$ cat config.mk
export PLATFORM = sky130hd
export DESIGN_NAME = pow2_divmod
export DESIGN_NICKNAME = d
export VERILOG_FILES = /design/src/rtl/pow2div_pkg.sv /design/src/rtl/pow2_lowbits.sv /design/src/rtl/pow2_quot.sv /design/src/rtl/pow2_rem.sv /design/src/rtl/pow2_divmod.sv
export SDC_FILE = /design/constraint.sdc
export NUM_CORES = 1
export LEC_CHECK = 0
export BUFFER_PORTS_ARGS = -buffer_cell sky130_fd_sc_hd__buf_4
export CORE_UTILIZATION = 45
export DETAILED_ROUTE_END_ITERATION = 8
export PLACE_DENSITY = 0.74
export SLEW_MARGIN = 10
export SYNTH_ARGS = -nofsm -noshare
export SYNTH_HDL_FRONTEND = slang
export SYNTH_HIERARCHICAL = 1
export SYNTH_SLANG_ARGS = --single-unit
$ cat constraint.sdc
create_clock -name clk -period 3.08 [get_ports clk]
set_clock_uncertainty 0.1 [all_clocks]
set_input_delay 0.154 -clock clk [delete_from_list [all_inputs] [get_ports clk]]
set_output_delay 0.154 -clock clk [all_outputs]
set_load 0.01 [all_outputs]
$ cat src/rtl/pow2div_pkg.sv
package pow2div_pkg;
  typedef enum logic {
    ROUND_FLOOR = 1'b0,
    ROUND_TRUNC = 1'b1
  } round_e;

  typedef enum logic {
    SEL_QUOT = 1'b0,
    SEL_REM  = 1'b1
  } sel_e;
endpackage

$ cat src/rtl/pow2_lowbits.sv
module pow2_lowbits #(
  parameter int W  = 8,
  parameter int KW = $clog2(W)
) (
  input  logic [W-1:0]  a,
  input  logic [KW-1:0] k,
  output logic [W-1:0]  mask,
  output logic [W-1:0]  low,
  output logic          nz
);
  // Bit i of the mask is set when i lies below the exponent.
  for (genvar i = 0; i < W; i++) begin : g_mask
    assign mask[i] = (i < int'(k));
  end

  assign low = a & mask;
  assign nz  = |low;
endmodule

$ cat src/rtl/pow2_quot.sv
module pow2_quot #(
  parameter int W  = 8,
  parameter int KW = $clog2(W)
) (
  input  logic [W-1:0]  a,
  input  logic [KW-1:0] k,
  input  logic          sgn,
  input  logic          trunc,
  input  logic          nz,
  output logic [W-1:0]  q
);
  logic [W-1:0] q_floor;
  logic         bump;

  always_comb begin
    if (sgn) q_floor = $unsigned($signed(a) >>> k);
    else     q_floor = a >> k;
  end

  // A negative signed quotient that lost nonzero low bits is
  // rounded back up toward zero.
  assign bump = sgn & trunc & a[W-1] & nz;
  assign q    = q_floor + {{(W-1){1'b0}}, bump};
endmodule

$ cat src/rtl/pow2_rem.sv
module pow2_rem #(
  parameter int W = 8
) (
  input  logic [W-1:0] low,
  input  logic [W-1:0] mask,
  input  logic         a_msb,
  input  logic         sgn,
  input  logic         trunc,
  input  logic         nz,
  output logic [W-1:0] r
);
  logic ext;

  // A truncating remainder takes the dividend's sign, except when it is zero.
  assign ext = sgn & trunc & a_msb & nz;
  assign r   = low | ({W{ext}} & ~mask);
endmodule

$ cat src/rtl/pow2_divmod.sv
module pow2_divmod #(
  parameter int W  = 8,
  parameter int KW = $clog2(W)
) (
  input  logic          clk,
  input  logic          rst,
  input  logic          in_valid,
  input  logic [W-1:0]  dividend,
  input  logic [KW-1:0] shamt,
  input  logic          is_signed,
  input  logic          want_rem,
  input  logic          trunc_mode,
  output logic          out_valid,
  output logic [W-1:0]  result
);
  import pow2div_pkg::*;

  sel_e         sel;
  round_e       rnd;
  logic [W-1:0] mask, low, quot, rem, nxt;
  logic         nz;

  assign sel = sel_e'(want_rem);
  assign rnd = round_e'(trunc_mode);

  pow2_lowbits #(.W(W), .KW(KW)) u_low (
    .a(dividend), .k(shamt), .mask(mask), .low(low), .nz(nz)
  );

  pow2_quot #(.W(W), .KW(KW)) u_quot (
    .a(dividend), .k(shamt), .sgn(is_signed),
    .trunc(rnd == ROUND_TRUNC), .nz(nz), .q(quot)
  );

  pow2_rem #(.W(W)) u_rem (
    .low(low), .mask(mask), .a_msb(dividend[W-1]), .sgn(is_signed),
    .trunc(rnd == ROUND_TRUNC), .nz(nz), .r(rem)
  );

  assign nxt = (sel == SEL_REM) ? rem : quot;

  always_ff @(posedge clk) begin
    if (rst) begin
      out_valid <= 1'b0;
      result    <= '0;
    end else begin
      out_valid <= in_valid;
      if (in_valid) result <= nxt;
    end
  end

  // an accepted request produces a result strobe one cycle later
  assert_valid_latency_R1: assert property (@(posedge clk) disable iff (rst)
    in_valid |=> out_valid);

  // idle cycles leave the result untouched
  assert_hold_idle_R9: assert property (@(posedge clk) disable iff (rst)
    !in_valid |=> (!out_valid && $stable(result)));

  // a flooring remainder has no bits at or above the exponent
  assert_floor_rem_upper_R6: assert property (@(posedge clk) disable iff (rst)
    (in_valid && want_rem && !trunc_mode) |=>
      ((result & ({W{1'b1}} << $past(shamt))) == '0));

  // a non-negative signed dividend never yields a negative truncating remainder
  assert_trunc_rem_sign_R7: assert property (@(posedge clk) disable iff (rst)
    (in_valid && want_rem && trunc_mode && is_signed && !dividend[W-1]) |=>
      !result[W-1]);

  // a zero exponent passes the dividend through as the quotient
  assert_k0_quot_R8: assert property (@(posedge clk) disable iff (rst)
    (in_valid && !want_rem && shamt == '0) |=> (result == $past(dividend)));
endmodule

# [After elaboration in Yosys (flattened, before gate mapping)]
# Cells that the tools add are included.
[totals] regBits=9 input_bits=17 out_inout_bits=9 word_cells=22
[classes] n_addsub=1 order_cmp=7 shift=2 mux=2 n_bitwise=7 reduce_logical=1
[ops] op="8-bit 2-to-1 mux" count=2
[ops] op="3-bit < comparator, first input constant" count=3
[ops] op="8-bit by 1-bit adder with 8-bit output" count=1
[ops] op="8-bit by 7-bit bitwise AND with 8-bit output" count=1
[ops] op="8-bit bitwise AND" count=1
[ops] op="7-bit NOT with 8-bit output" count=1
[ops] op="8-bit bitwise OR" count=1
[ops] op="8-bit OR reduction" count=1
[ops] op="8-bit by 3-bit right shift with 8-bit output" count=1
[ops] op="8-bit by 3-bit >>> shifter with 8-bit output" count=1
[ops] op="1-bit by 3-bit < comparator with 1-bit output, first input constant" count=2
[ops] op="2-bit by 3-bit < comparator with 1-bit output, first input constant" count=2
[ops] op="1-bit bitwise AND" count=3

# [Longest topological paths before layout]
# Gate-level depths: netlist of the first run.
[depth] word_depth=7 ltp_mapped=12 ltp_nobuf=11

# [Hierarchy]
# Netlist of the first run, hierarchy kept.
[by_module_without_submodules] mod="pow2_quot" n_inst=1 cells_per_inst=65 area_each_um2=526.8 seq_area_each_um2=0.0
[by_module_without_submodules] mod="pow2_divmod" n_inst=1 cells_per_inst=38 area_each_um2=390.4 seq_area_each_um2=180.2
[by_module_without_submodules] mod="pow2_lowbits" n_inst=1 cells_per_inst=25 area_each_um2=185.2 seq_area_each_um2=0.0
[by_module_without_submodules] mod="pow2_rem" n_inst=1 cells_per_inst=9 area_each_um2=81.3 seq_area_each_um2=0.0

# [Worst setup path before layout of the first run]
# Ideal clock, no wire load.
[synth_timing] path_kind="input to register" start="input dividend[0]" end="register result[4]" setup_time_ns=0.086 arrival_time_ns=1.965 t_required_ns=2.894 path_slack_ns=0.929 cell_stages=11 path_buffers=0 path_cell_list="o41ai_2 o21ai_1 a221o_1 and3_1 ha_1 ha_1 nand2_1 nor2_1 xnor2_1 mux2i_1 a211oi_1"
[synth_between] elab_cells_between_ends=10 classes_between="add/sub (1); shift (2); mux (2); bitwise (4); reduce/logical (1)"
[synth_lines] element="start, declared" line="pow2_divmod.sv:8" rtl="input logic [W-1:0] dividend,"
[synth_lines] element="8-bit by 7-bit bitwise AND with 8-bit output" line="pow2_lowbits.sv:16" rtl="assign low = a & mask;"
[synth_lines] element="8-bit OR reduction" line="pow2_lowbits.sv:17" rtl="assign nz = |low;"
[synth_lines] element="via nz" line="pow2_divmod.sv:21" rtl="logic nz;"
[synth_lines] element="1-bit bitwise AND" line="pow2_quot.sv:22" rtl="assign bump = sgn & trunc & a[W-1] & nz;"
[synth_lines] element="8-bit by 1-bit adder with 8-bit output" line="pow2_quot.sv:23" rtl="assign q = q_floor + {{(W-1){1'b0}}, bump};"
[synth_lines] element="via quot[4]" line="pow2_divmod.sv:20" rtl="logic [W-1:0] mask, low, quot, rem, nxt;"
[synth_lines] element="8-bit 2-to-1 mux" line="pow2_divmod.sv:40" rtl="assign nxt = (sel == SEL_REM) ? rem : quot;"
[synth_lines] element="end signal, assigned" line="pow2_divmod.sv:48" rtl="if (in_valid) result <= nxt;"
[synth_lines] element="end, declared" line="pow2_divmod.sv:14" rtl="output logic [W-1:0] result"
# The timed path passes the listed nets, and every way through them passes these cells.
# A chain may end at the register's enable or synchronous reset.

# [Worst setup path in the final report of the first run]
[layout_timing] start="input shamt[0]" end="register result[6]"
[layout_between] elab_cells_between_ends=18 classes_between="add/sub (1); order compare (7); shift (2); mux (2); bitwise (5); reduce/logical (1)"
[layout_lines] element="start, declared" line="pow2_divmod.sv:9" rtl="input logic [KW-1:0] shamt,"
[layout_lines] element="1-bit by 3-bit < comparator with 1-bit output (tied with other cells)" line="pow2_lowbits.sv:13" rtl="assign mask[i] = (i < int'(k));"
[layout_lines] element="8-bit by 7-bit bitwise AND with 8-bit output (*)" line="pow2_lowbits.sv:16"
[layout_lines] element="8-bit OR reduction (*)" line="pow2_lowbits.sv:17"
[layout_lines] element="via nz" line="pow2_divmod.sv:21"
[layout_lines] element="1-bit bitwise AND (*)" line="pow2_quot.sv:22"
[layout_lines] element="8-bit by 1-bit adder with 8-bit output (*)" line="pow2_quot.sv:23"
[layout_lines] element="via quot[6]" line="pow2_divmod.sv:20"
[layout_lines] element="8-bit 2-to-1 mux (*)" line="pow2_divmod.sv:40"
# Mark *: on every way through the listed nets, which the timed path passes. The rest lies on a longest branch.

==> results of run 1 <==
cell families after synthesis:
| family | share of synthesized area |
|---|---|
| AOI/OAI and AO/OA | 0.230 |
| xor gates and xnor gates | 0.0444 |
| adders and majority gates | 0.0211 |
| buffers and inverters | 0.103 |
| DFF | 0.152 |
| muxes | 0.222 |
| other | 0.00317 |
| and+or+nand+nor | 0.224 |
where the power goes:
group          internal (mW)  total, mW  leakage, nW  switching [mW]
combinational         0.0790      0.164        0.498          0.0854
clock                 0.0499     0.0900       0.0150          0.0401
sequential             0.125      0.130       0.0747         0.00431
metrics by stage:
| stage | hold slack, ns | power [mW] |
|---|---|---|
| final | 0.0349 | 0.384 |
| after detailed placement | 0.301 | 0.296 |
| after global routing | 0.0250 | 0.411 |
| after CTS | 0.0278 | 0.386 |
| after global placement | 0.292 | 0.292 |
| after floorplan | 0.353 | 0.247 |
worst max-delay path, delay by kind of cell:
kind / cells / cell delay (ns)
compound gates: 3 / 0.92
fa+ha+maj: 2 / 0.43
mux: 1 / 0.09
simple gates: 3 / 0.35
buf+inv: 1 / 0.20
xor+xnor: 1 / 0.14
per-layer routing:
layer  global-route usage  vias up
met1                0.268      477
met4               0.0395        0
met5                    0        -
met2                0.315       34
met3               0.0144        4
li1                     -      531
cell usage after synthesis (all sizes together) (2+ instances only):
| master | n | share of area |
|---|---|---|
| nor2 | 18 | 0.057 |
| and3 | 4 | 0.021 |
| ha | 2 | 0.021 |
| o211ai | 2 | 0.013 |
| inv | 3 | 0.0095 |
| xor2 | 2 | 0.015 |
| and2 | 7 | 0.038 |
| a21oi | 2 | 0.012 |
| nand2 | 5 | 0.018 |
| nor3 | 3 | 0.017 |
| o21ai | 4 | 0.017 |
| mux4 | 2 | 0.038 |
| mux2i | 15 | 0.13 |
| xnor2 | 4 | 0.030 |
| or2 | 2 | 0.011 |
| o21bai | 8 | 0.051 |
| a211o | 2 | 0.015 |
| dfxtp | 9 | 0.15 |
| a211oi | 9 | 0.061 |
| mux2 | 5 | 0.057 |
| buf | 12 | 0.090 |
placed cells by master (no fill, tap or decap), drive strengths merged, types with 2 or more instances in the layout:
cell type / count
a211o: 2
a211oi: 9
a21oi: 2
and2: 7
and3: 4
buf: 25
clkbuf: 4
conb: 2
dfxtp: 9
ha: 2
inv: 3
mux2: 5
mux2i: 15
mux4: 2
nand2: 5
nor2: 18
nor3: 3
o211ai: 2
o21ai: 4
o21bai: 8
or2: 2
xnor2: 4
xor2: 2
sequential cells by signal (all words and copies together), names as in the netlist:
register and flops:
result 8, out_valid 1
worst paths after layout:
check | to | slack, ns | cells past startpoint | start
setup / recovery | result[6] | 0.85 | 11 | shamt[0]
hold / removal | out_valid | 0.03 | 2 | rst
setup reg to reg | result[5] | 2.31 | 2 | result[5]
hold reg to reg | result[3] | 0.39 | 2 | result[3]
layout make-up:
cell class                      instances  area [um^2]
Fill cell                             239         1150
Multi-Input combinational cell        113          886
Timing Repair Buffer                   25          188
Sequential cell                         9          180
Tap cell                               30         37.5
Clock buffer                            4         26.3
Inverter                                3         11.3
==> impl_metrics.ini, run 1 <==
[outcome]
status = completed

[setup_path]
required_ns = 3.15
cpMostUsedCell = ha_1
cp-start-kind = input port
cp.arrival_ns = 2.31
critPathKind = in -> reg
max_stage_delay_ns = 0.39
cp_slowest_cell = a221o_1
path_cells = buf_4 > a211o_1 > a221o_1 > and3_1 > ha_1 > ha_1 > nand2_1 > nor3_2 > xor2_1 > mux2i_1 > a211oi_1
worstSetupEndpointType = flip-flop
cp_max_fo = 23

[detailed_routing]
wl_met1_mm = 1.21
wl_met2_mm = 1.28
top_layer_used = met4
ant_nets = 0
wl_mm = 2.64
first_iter_violations = 23
dr_wl_met3_um = 110
avgViaCountPerCell = 5.68
detail_route.wl_per_cell_um = 14.3
drt_first_pass_iters = 4
drcViolationCount = 0
num_vias = 1046

[floorplan]
die_w_um = 53.3
io-pin-count = 26
die-height_um = 53.3
start_util = 0.478
core-area_um2 = 2480
die-area_um2 = 2840
rows = 18

[timing]
slew_violations = 0
setup_viol = 0
tns_ns = 0
hold_violations = 0
final.min_clock_period_ns = 2.23
rsz0062_at_grt = no
fin_crit_sh = 0.726
worst_slack_ns = 0.845
timing.fmax_mhz = 447

[placed_design]
placed_cells = 180
io_buffers = 25
place_hpwl_mm = 1.99
pre_cts_ws_ns = 0.588
gp_congestion = 0.820
placed_area_um2 = 1300

[clock_tree]
clock_path_buffers = 2
numCtsBuffers = 3
cts_sinks = 9
clk_pin_slew_worst_paths_ns = 0.06
clk_latency_ns = 0.25
cts_setup_buffers = 0
cts_max_level = 1
cts_tree = built
cts_resized = 0
hold_buffers = 0
root_buffer = clkbuf_4

[global_route]
grt_max_degree = 26
gr-usage-all-layers = 0.192
grt_pass1_wl_mm = 4.13
first_global_vias = 905
antenna_found_initial = 0
gr-total-overflow = 0

[power]
leakagePower_nw = 0.588
peakVddDrop_v = 0.000195
power_density_nw_per_um2 = 289

[yosys]
ys_seq_elements = 9
synth-edff-count = 0
synthFlopType = dfxtp_1
postSynthCellCount = 137
yosysSeqAreaShare = 0.152
syn-cell-area_um2 = 1180
yosys_warnings = 6
avgSynthCellArea_um2 = 8.64
synth.distinct_cells = 49
synthArstFlopShare = 0

[job]
maxCapViolCount = 0

[cells_and_area]
finish.instance_area_um2 = 1330
post-route-util = 0.536
layout.nets = 174
instances_no_fill = 184
area_growth_pct = 12.3
drive_gt1_frac = 0.292
num_antenna_cells = 0

[worst_hold_path]
hold_path_class = in -> reg
Note: power is estimated with default switching activity, not from simulation.
==> run 2: changes to the inputs <==
==> constraint.sdc (replaced) <==
create_clock -name clk -period 2.24 [get_ports clk]
set_clock_uncertainty 0.1 [all_clocks]
set_input_delay 0.112 -clock clk [delete_from_list [all_inputs] [get_ports clk]]
set_output_delay 0.112 -clock clk [all_outputs]
set_load 0.01 [all_outputs]
==> run 2 against run 1 <==
  * Cell count increased by 6.0%
  * Sequential cell count did not move
  * Non-clock buffer count rose by 11
  * Die area unchanged
  * Highest routed layer is now met3
==> impl_metrics.ini, run 2 (synthesis gave the netlist of run 1 again) <==
[timing]
timing.fmax_mhz = 478
rsz0062_at_grt = no
fin_crit_sh = 0.933
setup_viol = 0
hold_violations = 0
holdWs_ns = 0.0744
worst_slack_ns = 0.150
slew_violations = 0
final.min_clock_period_ns = 2.09

[clock_tree]
clk_latency_ns = 0.26
root_buffer = clkbuf_4
clock_path_buffers = 2
cts_max_level = 1
clk_pin_slew_worst_paths_ns = 0.06
numCtsBuffers = 3
cts_tree = built
cts_setup_buffers = 0
cts_sinks = 9

[floorplan]
rows = 18
die-height_um = 53.3
core-area_um2 = 2480
start_util = 0.478
io-pin-count = 26
die-area_um2 = 2840
die_w_um = 53.3

[detailed_routing]
avgViaCountPerCell = 5.64
drcViolationCount = 0
num_vias = 1100
ant_nets = 0
drt_first_pass_iters = 6
detail_route.wl_per_cell_um = 14.5
first_iter_violations = 42
wl_mm = 2.82

[placed_design]
pre_cts_ws_ns = -0.116
place_hpwl_mm = 2.19
gp_congestion = 0.836
io_buffers = 25
placed_area_um2 = 1380

[setup_path]
worstSetupEndpointType = flip-flop
cp_max_fo = 5
required_ns = 2.32
critPathKind = in -> reg
cp-start-kind = input port
cp.arrival_ns = 2.17

[cells_and_area]
finish.instance_area_um2 = 1420
layout.nets = 185
fillCellCount = 230
num_antenna_cells = 0
final_common_cell = buf_4
regMostFlops = result
drive_gt1_frac = 0.339
final_cell_mix = buf_4 (35), nor2_1 (18), mux2i_1 (15), dfxtp_1 (9), o21bai_1 (8)
area_growth_pct = 19.9
largest_reg_flops = 8
reg_top3 = result (8), out_valid (1)

[global_route]
antenna_found_initial = 0
gr-total-overflow = 0
first_global_vias = 1050
gr-usage-all-layers = 0.223
grt_pass1_wl_mm = 4.60
grt_max_degree = 18

[power]
power_density_nw_per_um2 = 390
leakagePower_nw = 0.641
peakVddDrop_v = 0.000308

[job]
maxCapViolCount = 0

[outcome]
status = completed

[worst_hold_path]
hold_path_class = in -> reg
## run 2: changes by cell type in the layout (fill, tap and decap cells not counted)
cell,before,now
dlygate4sd3_1,0,1
buf_4,25,35
a211oi_2,1,2
a211oi_1,8,7
## run 2: routing by layer
metal	vias up	track usage	share of wire
li1	555	-	-
met1	523	0.261	0.45
met2	22	0.400	0.52
met3	0	0.0402	0.026
met4	0	0.0702	0
met5	-	0	0
## run 2: area by class of cell
cell class	count	area, um^2	area share
multi-input cells	113	891	0.628
repair buffers	36	273	0.192
flip-flops and latches	9	180	0.127
clock buffers	4	26.3	0.0185
well taps	30	37.5	0.0265
inverters	3	11.3	0.00794
## run 2: worst max-delay path, stage by stage
cell and delay, ns:
buf_4 0.13, o41ai_2 0.33, o21ai_1 0.14, a221o_1 0.29
and3_1 0.17, ha_1 0.21, ha_1 0.21, nand2_1 0.10
nor3_2 0.05, xor2_1 0.13, mux2i_1 0.08, a211oi_1 0.22
## run 2: what timing repair did
item                                    in CTS  in global routing
hold buffers                                 1                  0
endpoints found under the hold margin        9                  0
endpoints found under the setup margin       0                  1
resized for setup                            0                  1
## run 2: worst paths after layout
kind | from | to | cells past startpoint | slack (ns)
setup reg to reg | result[2] | result[2] | 2 | 1.45
hold / removal | in_valid | result[4] | 2 | 0.07
setup / recovery | dividend[0] | result[6] | 12 | 0.15
hold reg to reg | result[1] | result[1] | 2 | 0.38
## run 2: where the power goes
group	switching [mW]	total, mW	internal [mW]
Sequential	0.00620	0.178	0.172
Clock	0.0596	0.128	0.0689
Combinational	0.123	0.246	0.123
Total	0.189	0.553	0.364
## run 2: metrics by stage
step	power (mW)	cells	utilization	TNS, ns
floorplan	0.339	138	-	0
global placement	0.416	190	0.556	0
detailed placement	0.423	190	0.556	-0.406
CTS	0.553	195	0.571	0
global route	0.586	195	0.573	0
finish	0.553	195	0.573	0
